===== src/rtl/smbslv_pkg.sv =====
package smbslv_pkg;

  typedef enum logic [2:0] {
    ST_IDLE,
    ST_RX,
    ST_RX_ACK,
    ST_TX,
    ST_TX_ACK,
    ST_SKIP
  } eng_state_e;

  typedef enum logic [1:0] {
    RB_ADDR,
    RB_OFFSET,
    RB_COUNT,
    RB_DATA
  } rx_role_e;

  localparam int BYTE_W = 8;

endpackage


===== src/rtl/smbslv_linemon.sv =====
module smbslv_linemon #(
  parameter int SYNC_STAGES = 2
) (
  input  logic clk,
  input  logic rst,
  input  logic scl_in,
  input  logic sda_in,
  output logic sda_lvl,
  output logic scl_rise,
  output logic scl_fall,
  output logic start_evt,
  output logic stop_evt
);

  logic scl_now, sda_now;
  logic scl_d, sda_d;

  generate
    if (SYNC_STAGES > 1) begin : g_chain
      logic [SYNC_STAGES-1:0] scl_p, sda_p;
      always_ff @(posedge clk) begin
        if (rst) begin
          scl_p <= '1;
          sda_p <= '1;
        end else begin
          scl_p <= {scl_p[SYNC_STAGES-2:0], scl_in};
          sda_p <= {sda_p[SYNC_STAGES-2:0], sda_in};
        end
      end
      assign scl_now = scl_p[SYNC_STAGES-1];
      assign sda_now = sda_p[SYNC_STAGES-1];
    end else begin : g_single
      logic scl_p, sda_p;
      always_ff @(posedge clk) begin
        if (rst) begin
          scl_p <= 1'b1;
          sda_p <= 1'b1;
        end else begin
          scl_p <= scl_in;
          sda_p <= sda_in;
        end
      end
      assign scl_now = scl_p;
      assign sda_now = sda_p;
    end
  endgenerate

  always_ff @(posedge clk) begin
    if (rst) begin
      scl_d     <= 1'b1;
      sda_d     <= 1'b1;
      sda_lvl   <= 1'b1;
      scl_rise  <= 1'b0;
      scl_fall  <= 1'b0;
      start_evt <= 1'b0;
      stop_evt  <= 1'b0;
    end else begin
      scl_d     <= scl_now;
      sda_d     <= sda_now;
      sda_lvl   <= sda_now;
      scl_rise  <= scl_now & ~scl_d;
      scl_fall  <= ~scl_now & scl_d;
      start_evt <= scl_now & scl_d & sda_d & ~sda_now;
      stop_evt  <= scl_now & scl_d & ~sda_d & sda_now;
    end
  end

endmodule


===== src/rtl/smbslv_regfile.sv =====
module smbslv_regfile #(
  parameter int                  NUM_RW   = 4,
  parameter logic [7:0]          ID_VALUE = 8'h20,
  parameter logic [NUM_RW*8-1:0] RW_RESET = '0,
  parameter logic [NUM_RW*8-1:0] RW_MASK  = '1
) (
  input  logic                  clk,
  input  logic                  rst,
  input  logic                  wr_en,
  input  logic [7:0]            wr_addr,
  input  logic [7:0]            wr_data,
  input  logic [7:0]            rd_addr,
  output logic [7:0]            rd_data,
  output logic [NUM_RW*8-1:0]   regs_flat
);

  logic [7:0] rf [NUM_RW];

  always_ff @(posedge clk) begin
    if (rst) begin
      for (int k = 0; k < NUM_RW; k++) rf[k] <= RW_RESET[k*8 +: 8];
    end else begin
      for (int k = 0; k < NUM_RW; k++) begin
        if (wr_en && wr_addr == 8'(k)) rf[k] <= wr_data & RW_MASK[k*8 +: 8];
      end
    end
  end

  generate
    for (genvar g = 0; g < NUM_RW; g++) begin : g_flat
      assign regs_flat[g*8 +: 8] = rf[g];
    end
  endgenerate

  always_comb begin
    rd_data = 8'h00;
    for (int k = 0; k < NUM_RW; k++) begin
      if (rd_addr == 8'(k)) rd_data = rf[k];
    end
    if (rd_addr == 8'(NUM_RW)) rd_data = ID_VALUE;
  end

endmodule


===== src/rtl/smbslv_engine.sv =====
module smbslv_engine
  import smbslv_pkg::*;
#(
  parameter logic [6:0] DEV_ADDR = 7'h6E,
  parameter int         NUM_REGS = 5
) (
  input  logic       clk,
  input  logic       rst,
  input  logic       scl_rise,
  input  logic       scl_fall,
  input  logic       start_evt,
  input  logic       stop_evt,
  input  logic       sda_lvl,
  input  logic [7:0] rd_data,
  output logic       sda_oe,
  output logic       wr_en,
  output logic [7:0] wr_addr,
  output logic [7:0] wr_data,
  output logic [7:0] ptr,
  output eng_state_e st,
  output rx_role_e   role
);

  logic [3:0]        bitcnt;
  logic [BYTE_W-1:0] shreg;
  logic [7:0]        remain;
  logic              rd_mode;
  logic [7:0]        cnt_byte;

  always_comb begin
    cnt_byte = (ptr < 8'(NUM_REGS)) ? 8'(NUM_REGS) - ptr : 8'h00;
  end

  always_ff @(posedge clk) begin
    if (rst) begin
      st      <= ST_IDLE;
      role    <= RB_ADDR;
      bitcnt  <= '0;
      shreg   <= '0;
      ptr     <= '0;
      remain  <= '0;
      rd_mode <= 1'b0;
      sda_oe  <= 1'b0;
      wr_en   <= 1'b0;
      wr_addr <= '0;
      wr_data <= '0;
    end else begin
      wr_en <= 1'b0;
      if (start_evt) begin
        st     <= ST_RX;
        role   <= RB_ADDR;
        bitcnt <= '0;
        sda_oe <= 1'b0;
      end else if (stop_evt) begin
        st     <= ST_IDLE;
        sda_oe <= 1'b0;
      end else begin
        case (st)
          ST_RX: begin
            if (scl_rise && bitcnt != 4'd8) begin
              shreg  <= {shreg[6:0], sda_lvl};
              bitcnt <= bitcnt + 4'd1;
            end else if (scl_fall && bitcnt == 4'd8) begin
              case (role)
                RB_ADDR: begin
                  if (shreg[7:1] == DEV_ADDR) begin
                    rd_mode <= shreg[0];
                    role    <= RB_OFFSET;
                    sda_oe  <= 1'b1;
                    st      <= ST_RX_ACK;
                  end else begin
                    st <= ST_SKIP;
                  end
                end
                RB_OFFSET: begin
                  ptr    <= shreg;
                  role   <= RB_COUNT;
                  sda_oe <= 1'b1;
                  st     <= ST_RX_ACK;
                end
                RB_COUNT: begin
                  if (shreg == 8'h00) begin
                    st <= ST_SKIP;
                  end else begin
                    remain <= shreg;
                    role   <= RB_DATA;
                    sda_oe <= 1'b1;
                    st     <= ST_RX_ACK;
                  end
                end
                default: begin
                  if (remain != 8'h00) begin
                    wr_en   <= 1'b1;
                    wr_addr <= ptr;
                    wr_data <= shreg;
                    ptr     <= ptr + 8'd1;
                    remain  <= remain - 8'd1;
                    sda_oe  <= 1'b1;
                    st      <= ST_RX_ACK;
                  end else begin
                    st <= ST_SKIP;
                  end
                end
              endcase
            end
          end
          ST_RX_ACK: begin
            if (scl_fall) begin
              bitcnt <= '0;
              if (rd_mode) begin
                shreg  <= cnt_byte;
                sda_oe <= ~cnt_byte[7];
                st     <= ST_TX;
              end else begin
                sda_oe <= 1'b0;
                st     <= ST_RX;
              end
            end
          end
          ST_TX: begin
            if (scl_fall) begin
              if (bitcnt == 4'd7) begin
                sda_oe <= 1'b0;
                st     <= ST_TX_ACK;
              end else begin
                bitcnt <= bitcnt + 4'd1;
                shreg  <= {shreg[6:0], 1'b0};
                sda_oe <= ~shreg[6];
              end
            end
          end
          ST_TX_ACK: begin
            if (scl_rise && sda_lvl) begin
              st <= ST_SKIP;
            end else if (scl_fall) begin
              shreg  <= rd_data;
              sda_oe <= ~rd_data[7];
              ptr    <= ptr + 8'd1;
              bitcnt <= '0;
              st     <= ST_TX;
            end
          end
          default: ;
        endcase
      end
    end
  end

endmodule


===== src/rtl/smbus_regblock_slave.sv =====
module smbus_regblock_slave
  import smbslv_pkg::*;
#(
  parameter logic [6:0]                   DEV_ADDR    = 7'h6E,
  parameter int                           NUM_REGS    = 5,
  parameter int                           SYNC_STAGES = 2,
  parameter logic [7:0]                   ID_VALUE    = 8'h20,
  parameter logic [8*(NUM_REGS-1)-1:0]    RW_RESET    = {8'h00, 8'h00, 8'h66, 8'h07},
  parameter logic [8*(NUM_REGS-1)-1:0]    RW_MASK     = {8'hFF, 8'h66, 8'h66, 8'hC7}
) (
  input  logic                         clk,
  input  logic                         rst,
  input  logic                         scl_in,
  input  logic                         sda_in,
  output logic                         sda_oe,
  output logic [8*(NUM_REGS-1)-1:0]    ctrl_regs
);

  localparam int NUM_RW = NUM_REGS - 1;

  logic       sda_lvl, scl_rise, scl_fall, start_evt, stop_evt;
  logic       wr_en;
  logic [7:0] wr_addr, wr_data, ptr, rd_data;
  eng_state_e eng_st;
  rx_role_e   eng_role;

  smbslv_linemon #(.SYNC_STAGES(SYNC_STAGES)) u_mon (
    .clk(clk), .rst(rst), .scl_in(scl_in), .sda_in(sda_in),
    .sda_lvl(sda_lvl), .scl_rise(scl_rise), .scl_fall(scl_fall),
    .start_evt(start_evt), .stop_evt(stop_evt)
  );

  smbslv_engine #(.DEV_ADDR(DEV_ADDR), .NUM_REGS(NUM_REGS)) u_eng (
    .clk(clk), .rst(rst), .scl_rise(scl_rise), .scl_fall(scl_fall),
    .start_evt(start_evt), .stop_evt(stop_evt), .sda_lvl(sda_lvl),
    .rd_data(rd_data), .sda_oe(sda_oe), .wr_en(wr_en), .wr_addr(wr_addr),
    .wr_data(wr_data), .ptr(ptr), .st(eng_st), .role(eng_role)
  );

  smbslv_regfile #(
    .NUM_RW(NUM_RW), .ID_VALUE(ID_VALUE), .RW_RESET(RW_RESET), .RW_MASK(RW_MASK)
  ) u_rf (
    .clk(clk), .rst(rst), .wr_en(wr_en), .wr_addr(wr_addr), .wr_data(wr_data),
    .rd_addr(ptr), .rd_data(rd_data), .regs_flat(ctrl_regs)
  );

endmodule


===== config.mk =====
export PLATFORM = sky130hd
export DESIGN_NAME = smbus_regblock_slave
export DESIGN_NICKNAME = d
export VERILOG_FILES = /design/src/rtl/smbslv_pkg.sv /design/src/rtl/smbslv_linemon.sv /design/src/rtl/smbslv_regfile.sv /design/src/rtl/smbslv_engine.sv /design/src/rtl/smbus_regblock_slave.sv
export SDC_FILE = /design/constraint.sdc
export NUM_CORES = 1
export LEC_CHECK = 0
export BUFFER_PORTS_ARGS = -buffer_cell sky130_fd_sc_hd__buf_4
export CAP_MARGIN = 20
export CORE_ASPECT_RATIO = 0.7
export CORE_UTILIZATION = 61
export DETAILED_ROUTE_END_ITERATION = 12
export GPL_TIMING_DRIVEN = 0
export PLACE_DENSITY = 0.88
export REMOVE_ABC_BUFFERS = 1
export SLEW_MARGIN = 0
export SYNTH_ARGS = -nofsm -noshare
export SYNTH_HDL_FRONTEND = slang
export SYNTH_SLANG_ARGS = --single-unit
export TNS_END_PERCENT = 50

===== constraint.sdc =====
create_clock -name clk -period 3.25 [get_ports clk]
set_input_delay 0.1625 -clock clk [delete_from_list [all_inputs] [get_ports clk]]
set_output_delay 0.1625 -clock clk [all_outputs]
set_load 0.005 [all_outputs]

# After elaboration in Yosys (flattened, before gate mapping)
# Memory sizes are Yosys's and may differ from the RTL's.
# Cells that the tools add are included.
[op_classes] add_sub_neg=4 order_cmp=1 n_mux=80 n_eq_ne=41 bitwise_logic=25 reduce_logical=33
[op_table] op="$mux W8" count=24
[op_table] op="$pmux W8 S2" count=3
[op_table] op="$reduce_and A7 Y1" count=5
[op_table] op="$eq A8 B2 Y1 const B" count=4
[op_table] op="$pmux W8 S4" count=1
[op_table] op="$mux W3" count=10
[op_table] op="$mux W1" count=28
[op_table] op="$logic_not A8 Y1" count=3
[op_table] op="$mux W4" count=5
[op_table] op="$reduce_and A10 Y1" count=2
[op_table] op="$eq A8 B1 Y1 const B" count=2
[op_table] op="$ne A2 B2 Y1 const B" count=8
[op_table] op="$ne A4 B4 Y1 const B" count=4
[op_table] op="$pmux W4 S4" count=1
[op_table] op="$not A1 Y1" count=14
[op_table] op="$pmux W3 S4" count=1
[op_table] op="$ne A2 B1 Y1 const B" count=5
[op_table] op="$pmux W3 S3" count=1
[op_table] op="$reduce_and A9 Y1" count=1
[op_table] op="$reduce_or A9 Y1" count=1
[op_table] op="$add A8 B1 Y8 const B" count=1
[op_table] op="$eq A8 B3 Y1 const B" count=1
[op_table] op="$lt A8 B3 Y1 const B" count=1
[op_table] op="$ne A4 B3 Y1 const B" count=2
[op_table] op="other kinds (33)" count=56
[totals] register_bits=62 ramBits=32 wordCells=205 mem_count=1
[memory_table] name="u_rf.rf" words=4 width=8 read_ports=4 rd_clocked_by_memory_dff=0 wr=4 line="smbslv_regfile.sv:17" source="logic [7:0] rf [NUM_RW];"

# Logic depth before layout (Yosys ltp)
# Gate-level depths: netlist of the first run.
[logic_depth] depth_word=10 depth_mapped=10

# Cells and area by module
# Synthesis of the first run repeated with hierarchy kept, for this count alone.
[hier_totals] hier_cells=517 hier_area_um2=4722.0
[by_module_without_submodules] mod="smbslv_engine" cells_per_inst=392 seq_area_each_um2=1041.0 n_inst=1 area_each_um2=3244.4
[by_module_without_submodules] mod="smbslv_regfile" cells_per_inst=103 seq_area_each_um2=630.6 n_inst=1 area_each_um2=1177.4
[by_module_without_submodules] mod="smbslv_linemon" cells_per_inst=22 seq_area_each_um2=200.2 n_inst=1 area_each_um2=300.3

# Worst setup path before layout of the first run
# OpenSTA, ideal clock, no wires.
[synth_path] path_kind="reg2reg" startpoint="register u_eng.remain[0]" endpoint="register u_eng.wr_addr[0]" arrival_time_ns=2.042 path_stages_with_launch=11 setup_time_ns=0.128 path_buffers=3 period_less_slack_ns=2.170 path_slack_ns=1.080 t_required_ns=3.122 cell_sequence="dfxtp_1 -> inv_1 -> ha_1 -> or3b_1 -> or3_1 -> buf_2 -> and3_1 -> buf_6 -> buf_6 -> mux2i_1 -> nor2_1"
[synth_via] elab_chain_cells=2
[synth_rtl] element="from (decl)" line="smbslv_engine.sv:26" source="logic [7:0] remain;"
[synth_rtl] element="from (signal assigned)" line="smbslv_engine.sv:85" source="remain <= shreg;"
[synth_rtl] element="from (signal assigned)" line="smbslv_engine.sv:97" source="remain <= remain - 8'd1;"
[synth_rtl] element="$reduce_bool A8 Y1" line="smbslv_engine.sv:92" source="if (remain != 8'h00) begin"
[synth_rtl] element="$reduce_and A7 Y1 (no source line)"
[synth_rtl] element="to (signal assigned)" line="smbslv_engine.sv:94" source="wr_addr <= ptr;"
[synth_rtl] element="to (decl)" line="smbslv_engine.sv:17" source="output logic [7:0] wr_addr,"
# Every way passes these cells.
# A chain may end at the register's enable or synchronous reset.

# Worst setup path after layout of the first run
[layout_path] startpoint="register u_eng.st[0]" endpoint="register u_eng.wr_data[6]"
[layout_via] elab_chain_cells=2
[layout_rtl] element="from (decl)" line="smbslv_engine.sv:20" source="output eng_state_e st,"
[layout_rtl] element="from (signal assigned)" line="smbslv_engine.sv:36" source="st <= ST_IDLE;"
[layout_rtl] element="from (signal assigned)" line="smbslv_engine.sv:50" source="st <= ST_RX;"
[layout_rtl] element="from (signal assigned)" line="smbslv_engine.sv:55" source="st <= ST_IDLE;"
[layout_rtl] element="$eq A3 B1 Y1" line="smbslv_engine.sv:58" source="case (st)"
[layout_rtl] element="$reduce_and A7 Y1 (no source line)"
[layout_rtl] element="to (signal assigned)" line="smbslv_engine.sv:95" source="wr_data <= shreg;"
[layout_rtl] element="to (decl)" line="smbslv_engine.sv:18" source="output logic [7:0] wr_data,"
# Every way passes these cells.

==> results of run 1 <==
[worst paths after layout]
check	end	cells past startpoint	start	slack, ns
setup / recovery	u_eng.wr_data[6]$_SDFFE_PP0P_	5	u_eng.st[0]$_SDFFE_PP0P_	0.25
hold / removal	u_eng.wr_data[7]$_SDFFE_PP0P_	2	rst	0.29
setup reg to reg	u_eng.wr_data[6]$_SDFFE_PP0P_	5	u_eng.st[0]$_SDFFE_PP0P_	0.25
hold reg to reg	u_mon.g_chain.scl_p[1]$_SDFF_PP1_	1	u_mon.g_chain.scl_p[0]$_SDFF_PP1_	0.42
[power by group through the flow]
stage / combinational [W] / sequential, W / clock (W)
2_1_floorplan: 0.0000395 / 0.00111 / 0
3_3_place_gp: 0.0000673 / 0.00111 / 0
3_5_place_dp: 0.0000702 / 0.00111 / 0
4_1_cts: 0.0000724 / 0.00109 / 0.000789
5_1_grt: 0.0000806 / 0.00109 / 0.000832
6_report: 0.0000729 / 0.00109 / 0.000782
[cell type report]
type,count,area [um^2]
Clock buffer,12,156
Clock inverter,4,48.8
Fill cell,593,2350
Inverter,22,82.6
Multi-Input combinational cell,384,2430
Sequential cell,83,1870
Tap cell,98,123
Timing Repair Buffer,28,215
[per-layer routing]
layer  up-vias  GRT usage  wire [um]
li1       1889          -          -
met1      1947      0.395       4910
met2       233      0.452       4860
met3        31     0.0754       1140
met4         0      0.128        233
met5         -          0          0
[cells by family after synthesis]
kind of cell             count (synthesis)  share of synthesized area
multiplexers                            19                     0.0418
AO/OA/AOI/OAI                          123                      0.180
other                                    1                   0.000819
flip-flops                              83                      0.409
AND/OR/NAND/NOR                        215                      0.257
adder cells (fa/ha/maj)                 16                     0.0437
buffers and inverters                   65                     0.0672
[stage by stage]
step	std cells	instance area, um^2	total power (W)	hold WS [ns]	utilization
after floorplan	489	4390	0.00115	0.232	-
after global placement	612	4700	0.00118	0.349	0.645
after detailed placement	613	4710	0.00118	0.352	0.646
after CTS	631	4930	0.00195	0.293	0.677
after global routing	631	4930	0.00200	0.306	0.677
final	631	4930	0.00195	0.288	0.677
[flip-flops by register name, indices dropped and copies added, names as in the netlist, 3 cells and up]
signal and cells:
u_eng.shreg 8, u_eng.ptr 8, u_eng.bitcnt 4, u_rf.rf 21, u_eng.remain 8, u_eng.st 3
u_eng.wr_data 8, u_eng.wr_addr 8
[cells in the final DEF, fill, tap and decap left out, types with 5 or more instances in the layout]
master and instances:
a22oi_1 5, nor4_1 13, nor2b_1 11, a211oi_1 13
nor3b_1 7, dfxtp_1 62, and2_1 17, nor2_1 54
or3_1 5, clkbuf_8 9, nand3b_1 5, buf_4 26
nand2b_1 10, edfxtp_1 21, o21ai_0 26, conb_1 11
a21oi_1 32, inv_1 22, or2_2 14, nor3_1 12
nand2_1 25, nand3_1 18, mux2i_1 18, ha_1 16
[worst max-delay path, stage by stage (launching register included)]
cell and delay [ns]:
dfxtp_1 0.59, or3b_1 0.47, nor4_2 0.42, and3_1 0.96, mux2i_1 0.36, nor2_1 0.07
[repair_timing]
item	4_1_cts	5_1_grt
resized for setup	0	0
hold buffers	2	0
endpoints found under the hold margin	2	0
==> metrics.md, run 1 <==
| Metric | Value |
|---|---|
| Yosys warnings | `0` |
| Area leader, netlist | `dfxtp_1` |
| Final-report max-slew violation count | `0` |
| TNS Setup | `0 ns` |
| RSZ-0062 raised after global routing | `no` |
| Placer Congestion | `0.960` |
| Die Wd | `106 um` |
| Largest net degree at the start of global routing | `66` |
| Final wirelength | `11100 um` |
| Layout area overhead | `7.76%` |
| Initial Util | `0.628` |
| Synth Flop Type | `dfxtp_1` |
| Post-CTS setup buffer count | `0` |
| Full die area | `7860 um^2` |
| Clock slew at reported path FFs | `0.08 ns` |
| Post-synthesis async set-or-reset flop share | `0` |
| Initial antenna violation count | `0` |
| Height of the die | `74.5 um` |
| DR DRC count | `0` |
| Clock latency on the worst-skew pair | `0.37 ns` |
| Int Power | `0.00150 W` |
| Register bit total from synthesis | `83` |
| GRT Util Overall | `0.293` |
| Via count | `4100` |
| DP Wirelength | `7800 um` |
| Layout cell share with drive strength beyond 1 | `0.116` |
| IO Pins | `37` |
| Post-route ant nets | `0` |
| Post-route worst setup slack | `0.247 ns` |
| Port Buf Inserts | `25` |
| CTS max path bufs | `2` |
| Register area share after synthesis | `0.409` |
| VDD IR max | `0.411 mV` |
| H-Tree Depth | `3` |
| WL per Instance | `17.6 um` |
| Tightest Pin Transition | `1.09 ns` |
| N_diodes | `0` |
| Max Freq | `0.333 GHz` |
| Worst EP arrival | `3.24 ns` |
| Nets | `548` |
| Final worst path period share | `0.924` |
| Mapped Cells | `522` |
| TritonCTS clock tree | `built` |
| Data required, critical path | `3.49 ns` |
| HP Class | `in -> reg` |
| Post-synth EDFFs | `21` |
| # clock sinks | `83` |
| Vias in the first global route | `3640` |
| Post-Syn Area per Cell | `8.77 um^2` |
| Sw Share | `0.228` |
| Logic pwr share | `0.037` |
| CP Class | `reg -> reg` |
| Crit. End Element | `register` |
| # setup viols final | `0` |
| Netlist cell types | `63` |
| First-pass GRT wire length | `17600 um` |
| Area fraction of the dominant cell type after synthesis | `0.271` |
| Total clock buffers created by CTS | `9` |
| Tmin final | `3.00 ns` |
| Vias per cell | `6.50` |
| Maxcap violations | `0` |
| Final hold vios | `0` |
| Most frequent cell after synthesis | `dfxtp_1` |
| Initial DRC Count | `547` |
| List of most frequent post-synthesis cells | `dfxtp_1, nor2_1, a21oi_1` |
| Static Leak | `1.74 nW` |
| Root buffer cell | `clkbuf_8` |
| Post-Place Worst Slack | `0.406 ns` |
| Run status | `completed` |
| P per Cell Area | `394 nW/um^2` |
| Dominant cells by area after synthesis | `dfxtp_1, edfxtp_1, nor2_1, ha_1, mux2i_1` |
| Net Switching | `0.000444 W` |
| Clock share of power | `0.402` |
| Placeable Area | `7290 um^2` |
| Worst slew margin | `0.273` |
| DR pass1 iterations | `6` |
| Sequential Power Share | `0.561` |
| Total grt overflow | `0` |
| Crit-path max FO | `16` |
| Mapped cell area | `4580 um^2` |
| Final Skew | `0.00864 ns` |
| Cell Rows | `26` |
| Critical Path Source Type | `register` |
Power figures use the tool's default switching activity.
==> run 2: changes to the inputs <==
ABC_AREA = 1   (was not set)
SKIP_CTS_REPAIR_TIMING = 1   (was not set)
SLEW_MARGIN = not set   (was 0)
==> metrics.md, run 2 <==
| Metric | Value |
|---|---|
| Run status | `completed` |
| Worst R2R Path Depth | `12 (+7)` |
| IO Pins | `37 (unchanged)` |
| # clock sinks | `83 (unchanged)` |
| Dominant cells by area after synthesis | `dfxtp_1, edfxtp_1, nand2_1, nor2_1, inv_1` |
| Register with the most flip-flops | `u_rf.rf` |
| Static Leak | `2.39 nW (+37%)` |
| Via count | `4686 (+14%)` |
| Crit. End Element | `register` |
| Most frequent cells in the layout | `nand2_1, nor2_1, inv_1` |
| Area leader, netlist | `dfxtp_1` |
| CTS max path bufs | `2 (unchanged)` |
| Largest net degree at the start of global routing | `37 (-44%)` |
| Adder-cell share of the synthesized area | `0.0412 (-0.00256)` |
| Layout cell share with drive strength beyond 1 | `0.104 (-0.0126)` |
| Worst stage delay on the critical path | `0.40 ns (-0.56 ns)` |
| Register bit total from synthesis | `83 (unchanged)` |
| CP Class | `reg -> reg` |
| Min-Delay Path Depth | `2 (unchanged)` |
| Post-synthesis async set-or-reset flop share | `0 (unchanged)` |
| Compound-Gate Fraction of Synth Area | `0.101 (-0.0793)` |
| Slowest stage cell, crit path | `dfxtp_1` |
| Total clock buffers created by CTS | `9 (unchanged)` |
| Met1 capacity usage during global routing | `0.448 (+0.0525)` |
| WL per Instance | `15.2 um (-14%)` |
| Mapped cell area | `4860 um^2 (+6.2%)` |
| Cell Rows | `26 (unchanged)` |
| Final wirelength | `12700 um (+14%)` |
| Mapped Cells | `706 (+35%)` |
| DP Wirelength | `9340 um (+20%)` |
| DR DRC count | `0 (unchanged)` |
| Initial antenna violation count | `0 (unchanged)` |
| Multiplexer area fraction after synthesis | `0 (-0.0418)` |
| Tightest Pin Transition | `0.516 ns (-0.574 ns)` |
| Post-synth EDFFs | `21 (unchanged)` |
| Synth Flop Type | `dfxtp_1` |
| Area fraction of the dominant cell type after synthesis | `0.255 (-0.0158)` |
| Register area share after synthesis | `0.385 (-0.0239)` |
| Largest family of logic cells by synthesized area | `simple AND/OR/NAND/NOR gates` |
| HP Class | `in -> reg` |
| Tmin final | `2.24 ns (-0.767 ns)` |
| Grt met3 use | `0.0697 (-0.00564)` |
| P per Cell Area | `713 nW/um^2 (+81%)` |
| GRT Util Overall | `0.318 (+0.0245)` |
| Critical Path Source Type | `register` |
| Final Skew | `0.00626 ns (-0.00237 ns)` |
| Post-route worst setup slack | `1.01 ns (+0.767 ns)` |
| Maxcap violations | `0 (unchanged)` |
| Netlist cell types | `40 (-37%)` |
| XOR/XNOR Fraction of Synth Area | `0.0108 (+0.0108)` |
| DR pass1 iterations | `7 (+1)` |
| Worst slew margin | `0.653 (+0.380)` |
| GR peak layer | `met2` |
| Vias per cell | `5.64 (-13%)` |
| Clock slew at reported path FFs | `0.06 ns (-0.02 ns)` |
| Clock latency on the worst-skew pair | `0.34 ns (-0.03 ns)` |
| Cells along the critical path | `inv_1 > ha_1 > inv_1 > nand2_1 > nand2_1 > nand2_1 > nor2_1 > nand3_2 > inv_2 > nand2_1 > nand2_1 > nor2_1` |
| Initial DRC Count | `520 (-4.9%)` |
| Crit path top cell by count | `nand2_1` |
| RSZ-0062 raised after global routing | `no` |
| Vias in the first global route | `4243 (+17%)` |
| Root buffer cell | `clkbuf_16` |
| First-pass GRT wire length | `20300 um (+16%)` |
| Placer Congestion | `0.952 (-0.82%)` |
| Port Buf Inserts | `25 (unchanged)` |
| Most frequent cell after synthesis | `nand2_1` |
| TNS Setup | `0 ns (unchanged)` |
| Yosys warnings | `0 (unchanged)` |
| Final hold vios | `0 (unchanged)` |
| Height of the die | `76.7 um (+3.0%)` |
| VDD IR max | `0.477 mV (+16%)` |
| Die Wd | `109 um (+3.0%)` |
| Full die area | `8340 um^2 (+6.1%)` |
| Nets | `748 (+36%)` |
| Largest register FFs | `21 (unchanged)` |
| # setup viols final | `0 (unchanged)` |
| TritonCTS clock tree | `built` |
| Initial Util | `0.647 (+0.0188)` |
| Worst EP arrival | `2.47 ns (-0.77 ns)` |
| Layout area overhead | `10.4%` |
| Total grt overflow | `0 (unchanged)` |
| Post-Syn Area per Cell | `6.89 um^2 (-21%)` |
| N_diodes | `0 (unchanged)` |
| Grt met2 use | `0.489 (+0.0368)` |
| Placeable Area | `7510 um^2 (+3.1%)` |
| H-Tree Depth | `3 (unchanged)` |
| List of most frequent post-synthesis cells | `nand2_1, nor2_1, inv_1` |
| Post-Place Worst Slack | `1.06 ns (+0.653 ns)` |
| Data required, critical path | `3.49 ns (about the same)` |
| Max Freq | `0.447 GHz (+34%)` |
| Post-Synth Simple-Gate Area | `0.358 (+0.101)` |
| Final worst path period share | `0.688 (-0.236)` |
| Most common cell after layout, fill and taps aside | `nand2_1` |
| Final-report max-slew violation count | `0 (unchanged)` |
| Post-route ant nets | `0 (unchanged)` |
| Crit-path max FO | `15 (-1)` |
[run 2: cell count changes in the layout (fill, tap and decap cells not counted), moves of 10 or more]
cell      delta
nand2_1    +137
nor2_1      +77
inv_1       +58
nand3_1     +27
mux2i_1     -18
o21ai_0     +17
and2_1      -16
o21ai_1     +16
a211oi_1    -13
nor4_1      -12
nor2b_1     -11
nand2b_1    -10
[run 2: logic make-up (layout without fill, tap and decap cells)]
logic type | Yosys count | after routing
AOI/OAI and AO/OA | 97 | 97
and+or+nand+nor | 391 | 391
other | 1 | 11
buffers and inverters | 112 | 129
DFF | 83 | 83
adders and majority gates | 16 | 16
xor gates and xnor gates | 6 | 6
[run 2: critical path, delay by kind of cell (launching register included)]
kind / cells / cell delay (ns)
buffers and inverters: 3 / 0.62
adder cells (fa/ha/maj): 1 / 0.30
AND/OR/NAND/NOR: 8 / 0.81
flip-flops: 1 / 0.40
[run 2: final timing paths]
check	start	endpoint	slack [ns]
max reg2reg	u_eng.role[0]$_SDFFE_PP0P_	u_eng.ptr[3]$_SDFFE_PP0P_	1.01
min reg2reg	u_mon.g_chain.scl_p[0]$_SDFF_PP1_	u_mon.g_chain.scl_p[1]$_SDFF_PP1_	0.41
min	sda_in	u_mon.g_chain.sda_p[0]$_SDFF_PP1_	0.005
max	u_eng.role[0]$_SDFFE_PP0P_	u_eng.ptr[3]$_SDFFE_PP0P_	1.01
[run 2: layout make-up]
class | count | area (um^2)
clock inverter | 6 | 71.3
multi-input combinational | 521 | 2530
inverter | 87 | 329
timing repair buffer | 26 | 215
sequential | 83 | 1870
clock buffer | 10 | 229
tap | 98 | 123
fill | 607 | 2150
[run 2: power by group]
part	internal (W)	switching, W	total [W]
Combinational	0.000465	0.000972	0.00144
Sequential	0.00116	0.000187	0.00135
Clock	0.000604	0.000440	0.00104
[run 2: layer usage]
layer / wire, um / vias to the layer above
met2: 5570 / 252
met4: 163 / 0
met5: 0 / -
li1: - / 2273
met1: 5480 / 2142
met3: 1460 / 19
[run 2: stage by stage]
| stage | hold WS [ns] | instances | total power (W) | area (um^2) | utilization |
|---|---|---|---|---|---|
| floorplan | 0.232 | 691 | 0.00237 | 4730 | - |
| global placement | 0.350 | 814 | 0.00268 | 5040 | 0.670 |
| detailed placement | 0.350 | 815 | 0.00274 | 5070 | 0.674 |
| CTS | -0.00140 | 831 | 0.00379 | 5370 | 0.714 |
| global route | 0.00582 | 831 | 0.00406 | 5370 | 0.714 |
| finish | 0.00477 | 831 | 0.00383 | 5370 | 0.714 |
